<file path="config.mk">
export PLATFORM = sky130hd
export DESIGN_NAME = rtc_cal_core
export DESIGN_NICKNAME = d
export VERILOG_FILES = /design/src/rtl/rtc_cal_pkg.sv /design/src/rtl/rtc_commit_ctl.sv /design/src/rtl/rtc_time_cnt.sv /design/src/rtl/rtc_date_cnt.sv /design/src/rtl/rtc_cal_core.sv
export SDC_FILE = /design/constraint.sdc
export NUM_CORES = 1
export LEC_CHECK = 0
export BUFFER_PORTS_ARGS = -buffer_cell sky130_fd_sc_hd__buf_2
export CORE_ASPECT_RATIO = 0.9
export CORE_MARGIN = 2
export CORE_UTILIZATION = 39
export DETAILED_ROUTE_END_ITERATION = 8
export PLACE_DENSITY_LB_ADDON = 0.05
export SLEW_MARGIN = 20
export SYNTH_ARGS = -nofsm -noshare
export SYNTH_HDL_FRONTEND = slang
export SYNTH_SLANG_ARGS = --single-unit
</file>
<file path="constraint.sdc">
create_clock -name clk -period 11.7 [get_ports clk]
set_input_delay 0.585 -clock clk [delete_from_list [all_inputs] [get_ports clk]]
set_output_delay 0.585 -clock clk [all_outputs]
set_load 0.05 [all_outputs]
</file>
<file path="src/rtl/rtc_cal_pkg.sv">
`timescale 1ns/1ps
package rtc_cal_pkg;

   localparam int unsigned OFS_CTRL = 0;
   localparam int unsigned OFS_DATE = 4;
   localparam int unsigned OFS_TIME = 8;

   localparam int TBUSY_BIT = 8;
   localparam int DBUSY_BIT = 7;

   typedef struct packed {
      logic [4:0] hour;
      logic [5:0] min;
      logic [5:0] sec;
   } hms_t;

   function automatic logic leap_of(input int unsigned yr);
      return ((yr % 4) == 0) && (((yr % 100) != 0) || ((yr % 400) == 0));
   endfunction

   function automatic logic [4:0] days_in(input logic [3:0] mon, input logic leap);
      logic [4:0] n;
      case (mon)
         4'd2:                      n = leap ? 5'd29 : 5'd28;
         4'd4, 4'd6, 4'd9, 4'd11:   n = 5'd30;
         default:                   n = 5'd31;
      endcase
      return n;
   endfunction

endpackage

</file>
<file path="src/rtl/rtc_commit_ctl.sv">
`timescale 1ns/1ps
module rtc_commit_ctl #(
   parameter int TICKS = 3
) (
   input  logic clk,
   input  logic rst_n,
   input  logic tick,
   input  logic req,
   output logic busy,
   output logic accept,
   output logic commit
);
   localparam int CW = $clog2(TICKS + 1);

   logic [CW-1:0] cnt_q;
   logic          busy_q;

   assign accept = req && !busy_q;
   assign commit = tick && busy_q && (cnt_q == CW'(1));
   assign busy   = busy_q;

   always_ff @(posedge clk) begin
      if (!rst_n) begin
         busy_q <= 1'b0;
         cnt_q  <= '0;
      end else if (accept) begin
         busy_q <= 1'b1;
         cnt_q  <= CW'(TICKS);
      end else if (tick && busy_q) begin
         if (commit) busy_q <= 1'b0;
         cnt_q <= cnt_q - CW'(1);
      end
   end
endmodule

</file>
<file path="src/rtl/rtc_time_cnt.sv">
`timescale 1ns/1ps
module rtc_time_cnt
   import rtc_cal_pkg::*;
(
   input  logic clk,
   input  logic rst_n,
   input  logic tick,
   input  logic load,
   input  hms_t load_val,
   output hms_t cur,
   output logic day_carry
);
   hms_t t_q;
   logic s_last, m_last, h_last;

   always_comb begin
      s_last    = (t_q.sec  >= 6'd59);
      m_last    = (t_q.min  >= 6'd59);
      h_last    = (t_q.hour >= 5'd23);
      day_carry = tick && !load && s_last && m_last && h_last;
   end

   always_ff @(posedge clk) begin
      if (!rst_n) begin
         t_q <= '0;
      end else if (tick) begin
         if (load) begin
            t_q <= load_val;
         end else if (!s_last) begin
            t_q.sec <= t_q.sec + 6'd1;
         end else begin
            t_q.sec <= '0;
            if (!m_last) begin
               t_q.min <= t_q.min + 6'd1;
            end else begin
               t_q.min <= '0;
               t_q.hour <= h_last ? 5'd0 : t_q.hour + 5'd1;
            end
         end
      end
   end

   assign cur = t_q;
endmodule

</file>
<file path="src/rtl/rtc_date_cnt.sv">
`timescale 1ns/1ps
module rtc_date_cnt
   import rtc_cal_pkg::*;
#(
   parameter int YW   = 6,
   parameter int BASE = 2010
) (
   input  logic          clk,
   input  logic          rst_n,
   input  logic          step,
   input  logic          load,
   input  logic [4:0]    ld_day,
   input  logic [3:0]    ld_mon,
   input  logic [YW-1:0] ld_year,
   input  logic          ld_leap,
   output logic [4:0]    day,
   output logic [3:0]    mon,
   output logic [YW-1:0] year,
   output logic          leap
);
   localparam int unsigned BASE_U   = BASE;
   localparam logic        RST_LEAP = leap_of(BASE_U);

   logic [4:0]    day_q;
   logic [3:0]    mon_q;
   logic [YW-1:0] year_q;
   logic          leap_q;

   logic [4:0]    mlen;
   logic [YW-1:0] yr_nxt;
   logic          leap_nxt;

   always_comb begin
      mlen     = days_in(mon_q, leap_q);
      yr_nxt   = year_q + YW'(1);
      leap_nxt = leap_of(BASE_U + {{(32-YW){1'b0}}, yr_nxt});
   end

   always_ff @(posedge clk) begin
      if (!rst_n) begin
         day_q  <= 5'd1;
         mon_q  <= 4'd1;
         year_q <= '0;
         leap_q <= RST_LEAP;
      end else if (load) begin
         day_q  <= ld_day;
         mon_q  <= ld_mon;
         year_q <= ld_year;
         leap_q <= ld_leap;
      end else if (step) begin
         if (day_q >= mlen) begin
            day_q <= 5'd1;
            if (mon_q >= 4'd12) begin
               mon_q  <= 4'd1;
               year_q <= yr_nxt;
               leap_q <= leap_nxt;
            end else begin
               mon_q <= mon_q + 4'd1;
            end
         end else begin
            day_q <= day_q + 5'd1;
         end
      end
   end

   assign day  = day_q;
   assign mon  = mon_q;
   assign year = year_q;
   assign leap = leap_q;
endmodule

</file>
<file path="src/rtl/rtc_cal_core.sv">
`timescale 1ns/1ps
module rtc_cal_core
   import rtc_cal_pkg::*;
#(
   parameter int WIDE_YEAR    = 0,
   parameter int COMMIT_TICKS = 3,
   parameter int ADDR_W       = 4
) (
   input  logic              clk,
   input  logic              rst_n,
   input  logic              tick,
   input  logic              wr_en,
   input  logic [ADDR_W-1:0] addr,
   input  logic [31:0]       wdata,
   output logic [31:0]       rdata
);
   localparam int YW       = (WIDE_YEAR != 0) ? 8 : 6;
   localparam int BASE     = (WIDE_YEAR != 0) ? 1970 : 2010;
   localparam int LEAP_BIT = 16 + YW;
   localparam int NCH      = 2;   // channel 0: time word, channel 1: date word

   if (COMMIT_TICKS < 1) begin : g_bad_ticks
      $error("rtc_cal_core: COMMIT_TICKS must be at least 1");
   end
   if (ADDR_W < 4) begin : g_bad_addr
      $error("rtc_cal_core: ADDR_W must cover offset 0x8");
   end
   if ((WIDE_YEAR != 0) && (WIDE_YEAR != 1)) begin : g_bad_var
      $error("rtc_cal_core: WIDE_YEAR must be 0 or 1");
   end

   // register decode
   logic [NCH-1:0] req, busy, accept, commit;
   logic           sel_time, sel_date;

   assign sel_time = (addr == ADDR_W'(OFS_TIME));
   assign sel_date = (addr == ADDR_W'(OFS_DATE));
   assign req[0]   = wr_en && sel_time;
   assign req[1]   = wr_en && sel_date;

   for (genvar k = 0; k < NCH; k++) begin : g_chan
      rtc_commit_ctl #(.TICKS(COMMIT_TICKS)) u_commit (
         .clk    (clk),
         .rst_n  (rst_n),
         .tick   (tick),
         .req    (req[k]),
         .busy   (busy[k]),
         .accept (accept[k]),
         .commit (commit[k])
      );
   end

   // staging registers
   hms_t          t_stage;
   logic [4:0]    d_stage_day;
   logic [3:0]    d_stage_mon;
   logic [YW-1:0] d_stage_year;
   logic          d_stage_leap;

   always_ff @(posedge clk) begin
      if (!rst_n) begin
         t_stage <= '0;
      end else if (accept[0]) begin
         t_stage.sec  <= wdata[5:0];
         t_stage.min  <= wdata[13:8];
         t_stage.hour <= wdata[20:16];
      end
   end

   always_ff @(posedge clk) begin
      if (!rst_n) begin
         d_stage_day  <= 5'd1;
         d_stage_mon  <= 4'd1;
         d_stage_year <= '0;
         d_stage_leap <= 1'b0;
      end else if (accept[1]) begin
         d_stage_day  <= wdata[4:0];
         d_stage_mon  <= wdata[11:8];
         d_stage_year <= wdata[16 +: YW];
         d_stage_leap <= wdata[LEAP_BIT];
      end
   end

   // counters
   hms_t          t_cur;
   logic          day_carry;
   logic [4:0]    d_day;
   logic [3:0]    d_mon;
   logic [YW-1:0] d_year;
   logic          d_leap;

   rtc_time_cnt u_time (
      .clk       (clk),
      .rst_n     (rst_n),
      .tick      (tick),
      .load      (commit[0]),
      .load_val  (t_stage),
      .cur       (t_cur),
      .day_carry (day_carry)
   );

   rtc_date_cnt #(.YW(YW), .BASE(BASE)) u_date (
      .clk     (clk),
      .rst_n   (rst_n),
      .step    (day_carry),
      .load    (commit[1]),
      .ld_day  (d_stage_day),
      .ld_mon  (d_stage_mon),
      .ld_year (d_stage_year),
      .ld_leap (d_stage_leap),
      .day     (d_day),
      .mon     (d_mon),
      .year    (d_year),
      .leap    (d_leap)
   );

   // word packing
   logic [31:0] time_word, date_word, ctrl_word;

   assign time_word = {11'd0, t_cur.hour, 2'd0, t_cur.min, 2'd0, t_cur.sec};

   if (WIDE_YEAR != 0) begin : g_wide
      assign date_word = {7'd0, d_leap, d_year, 4'd0, d_mon, 3'd0, d_day};
   end else begin : g_narrow
      assign date_word = {9'd0, d_leap, d_year, 4'd0, d_mon, 3'd0, d_day};
   end

   always_comb begin
      ctrl_word            = '0;
      ctrl_word[TBUSY_BIT] = busy[0];
      ctrl_word[DBUSY_BIT] = busy[1];
   end

   always_comb begin
      if (addr == ADDR_W'(OFS_CTRL))  rdata = ctrl_word;
      else if (sel_date)              rdata = date_word;
      else if (sel_time)              rdata = time_word;
      else                            rdata = '0;
   end

   logic wdata_unused;
   assign wdata_unused = ^{wdata[31:LEAP_BIT+1], wdata[15:14], wdata[7:5], wdata[15:12]};
endmodule

</file>
==> impl_metrics.py <==
metrics = {
    "min_path": {
        "hold_depth": 2,
        "hp-start": "t_stage[9]",
        "hp-class": "reg -> reg",
    },
    "synth": {
        "synthArstFlopShare_pct": 0,
        "synth_area_leaders": "dfxtp_1 (26%), nand2_1 (8.5%), a21boi_0 (5.3%)",
        "ys_seq_area_share_pct": 25.9,
        "synth_commonest_cells": "nand2_1 (126), dfxtp_1 (72), nor2_1 (44), a21boi_0 (39), a21oi_1 (36)",
        "avgSynthCellArea_sq_um": 7.70,
        "yosysTopAreaCell": "dfxtp_1",
        "synth_top_area_share_pct": 25.9,
        "yosys_warnings": 0,
        "synth_cells": 724,
        "ys.flop_type": "dfxtp_1",
        "synth_cell_types": 86,
        "synth_area_sq_mm": 0.00557,
        "synth_edf_count": 0,
        "yosysMostFrequentCell": "nand2_1",
        "synth-seq-cells": 72,
    },
    "route": {
        "antenna_left": 0,
        "drt_iter0_drc": 463,
        "avgViaCountPerCell": 5.68,
        "wl_per_cell_microns": 17.0,
        "dr.pass1.iters": 8,
        "num_vias": 5319,
        "drt-total-wl_microns": 15900,
        "route.detailed.drc": 0,
    },
    "power_and_ir_drop": {
        "leakage_nw": 2.42,
        "power_density_mw_per_mm2": 97.6,
        "seq_power_share_pct": 42.0,
        "p_sw_w": 0.000133,
        "clkPwrFrac_pct": 51.9,
        "intPower_w": 0.000468,
        "swShare_pct": 22.2,
        "combPwrFrac_pct": 6.1,
        "ir_drop_mv": 0.0774,
    },
    "clocking": {
        "cts_sinks": 72,
        "clk_latency_ns": 0.33,
        "cts_resized": 0,
        "cts_tree": "built",
        "cts-root-buf": "clkbuf_16",
        "cts_buffers": 9,
        "cts_max_path_buffers": 2,
        "cts_hold_buf": 0,
        "cts.clk_slew.worst_paths_ns": 0.06,
        "cts_setup_buffers": 0,
        "h-tree-depth": 3,
    },
    "sta": {
        "hold_viol": 0,
        "setup_viol": 0,
        "fmax_mhz": 147,
        "fin_crit_sh_pct": 58.2,
        "fin_setup_tns_ns": 0,
        "relSlewSlack_pct": 33.4,
        "rsz0062_at_grt": "false",
        "skew_ns": 0.00324,
        "period_needed_ns": 6.81,
        "tightest_slew_ns": 0.996,
        "maxSlewViolCount": 0,
    },
    "setup_path": {
        "worst-path-stages": 23,
        "critPathTopFamily": "compound AO/OA/AOI/OAI gates",
        "critical_path.max_fanout": 12,
        "r2r_start": "u_date.year[0]",
        "startpoint_type": "register",
        "endpoint_kind": "register",
        "worstSetupPathType": "reg -> reg",
        "slowest_stage": "dfxtp_1",
        "path_buf_inv": 3,
        "rr_worst_depth": 23,
        "critPathMaxStageDelay_ns": 0.65,
        "path_cells": "ha_1 -> xnor2_1 -> inv_1 -> ha_1 -> o311ai_4 -> inv_1 -> ha_1 -> inv_1 -> o2111a_1 -> and3_1 -> o211ai_2 -> and3_1 -> a21oi_1 -> a41oi_2 -> a31oi_1 -> o211ai_2 -> nand3_1 -> a311o_1 -> o21ai_2 -> and2b_1 -> a21boi_2 -> o211ai_1 -> o41a_1",
        "cp.arrival_ns": 7.02,
        "crit_start": "u_date.year[0]",
        "required_ns": 11.91,
    },
    "floorplan": {
        "dieArea_sq_mm": 0.0153,
        "coreArea_sq_mm": 0.0140,
        "start_util_pct": 39.8,
        "rows": 41,
        "die_x_microns": 130,
        "ioPinCount": 72,
        "die_height_microns": 117,
    },
    "placement": {
        "placement.io_buffers": 46,
        "place.gp.congestion": 0.864,
        "hpwl_microns": 11700,
        "place_area_sq_mm": 0.00582,
    },
    "final_layout": {
        "final_layout_size_suffix_gt1_share_pct": 13.6,
        "nNetsFinal": 799,
        "fillerInstances": 1440,
        "area_delta_synth_final_pct": 10.6,
        "design_area_sq_mm": 0.00616,
    },
    "global_route": {
        "overflow": 0,
        "grt_usage_pct": 20.8,
        "grt_max_degree": 73,
        "first_global_vias": 4756,
        "antenna_found_initial": 1,
        "grt_pass1_wl_microns": 25500,
    },
    "outcome": {
        "status": "completed",
    },
    "flow_run": {
        "drv_cap": 0,
    },
}
[final timing paths]
kind	endpoint	slack [ns]
setup / recovery	u_date.leap	4.89
hold / removal	t_stage[9]	0.46
setup reg to reg	u_date.leap	4.89
hold reg to reg	t_stage[9]	0.46
[through the flow]
step	power, W	setup WS (ns)	std cells	utilization (%)	hold slack, ns
after global placement	0.000294	5.05	919	41.6	0.450
after floorplan	0.000285	6.21	735	-	0.435
after CTS	0.000606	4.97	935	44.0	0.468
after global routing	0.000623	4.44	936	44.0	0.481
after detailed placement	0.000295	5.00	919	41.6	0.454
final	0.000601	4.89	936	44.0	0.464
[registers in the layout, summed over array words and instances (netlist names)]
| register | cells |
|---|---|
| u_time.cur | 17 |
| g_chan.u_commit.busy | 2 |
| d_stage_leap | 1 |
| u_date.year | 6 |
| g_chan.u_commit.cnt_q | 4 |
| u_date.day | 5 |
| u_date.leap | 1 |
| d_stage_mon | 4 |
| t_stage | 17 |
| d_stage_day | 5 |
| d_stage_year | 6 |
| u_date.mon | 4 |
[kinds of logic (layout without fill, tap and decap cells)]
| family | count (synthesis) | in the layout | synth area share [%] |
|---|---|---|---|
| simple gates | 293 | 293 | 25.8 |
| compound gates | 229 | 229 | 31.3 |
| buf+inv | 81 | 88 | 7.03 |
| flops | 72 | 72 | 25.9 |
| fa+ha+maj | 22 | 22 | 4.94 |
| xor+xnor | 21 | 21 | 4.04 |
| mux | 5 | 5 | 0.921 |
| other cells | 1 | 13 | 0.0673 |
[layout make-up]
type                       instances  area, sq um  area share, %
multi-input combinational        582         3800           61.6
sequential                        72         1440           23.4
timing repair buffer              49          255           4.14
tap                              193          241           3.92
clock buffer                      10          229           3.72
clock inverter                     6          108           1.75
inverter                          23         86.3           1.40
antenna                            1         2.50         0.0406
[power groups by stage]
stage / clock (W) / sequential [W] / combinational [W]
after floorplan: 0 / 0.000257 / 0.0000285
after global placement: 0 / 0.000258 / 0.0000362
after detailed placement: 0 / 0.000258 / 0.0000368
after CTS: 0.000316 / 0.000253 / 0.0000369
after global routing: 0.000330 / 0.000253 / 0.0000399
final: 0.000312 / 0.000253 / 0.0000367
[worst min-delay path, delay by kind of cell (launching register included)]
| family | cells | cell delay, ns |
|---|---|---|
| AOI/OAI and AO/OA | 1 | 0.06 |
| and+or+nand+nor | 1 | 0.05 |
| DFF | 1 | 0.31 |
[layer usage]
metal	up-vias	global-route usage (%)	wire, microns
met5	-	0	0
met4	0	4.37	121
met3	13	3.92	700
met2	131	27.5	6430
met1	2538	34.2	8620
li1	2637	-	-
[placed cells by master (no fill, tap or decap), drive strengths merged, types with 22 or more instances in the layout]
master / n
o21ai: 32
a21oi: 37
dfxtp: 72
buf: 49
nand3: 27
a21boi: 40
nor2: 45
ha: 22
inv: 23
nand2: 127
Note: power is estimated with default switching activity, not from simulation.
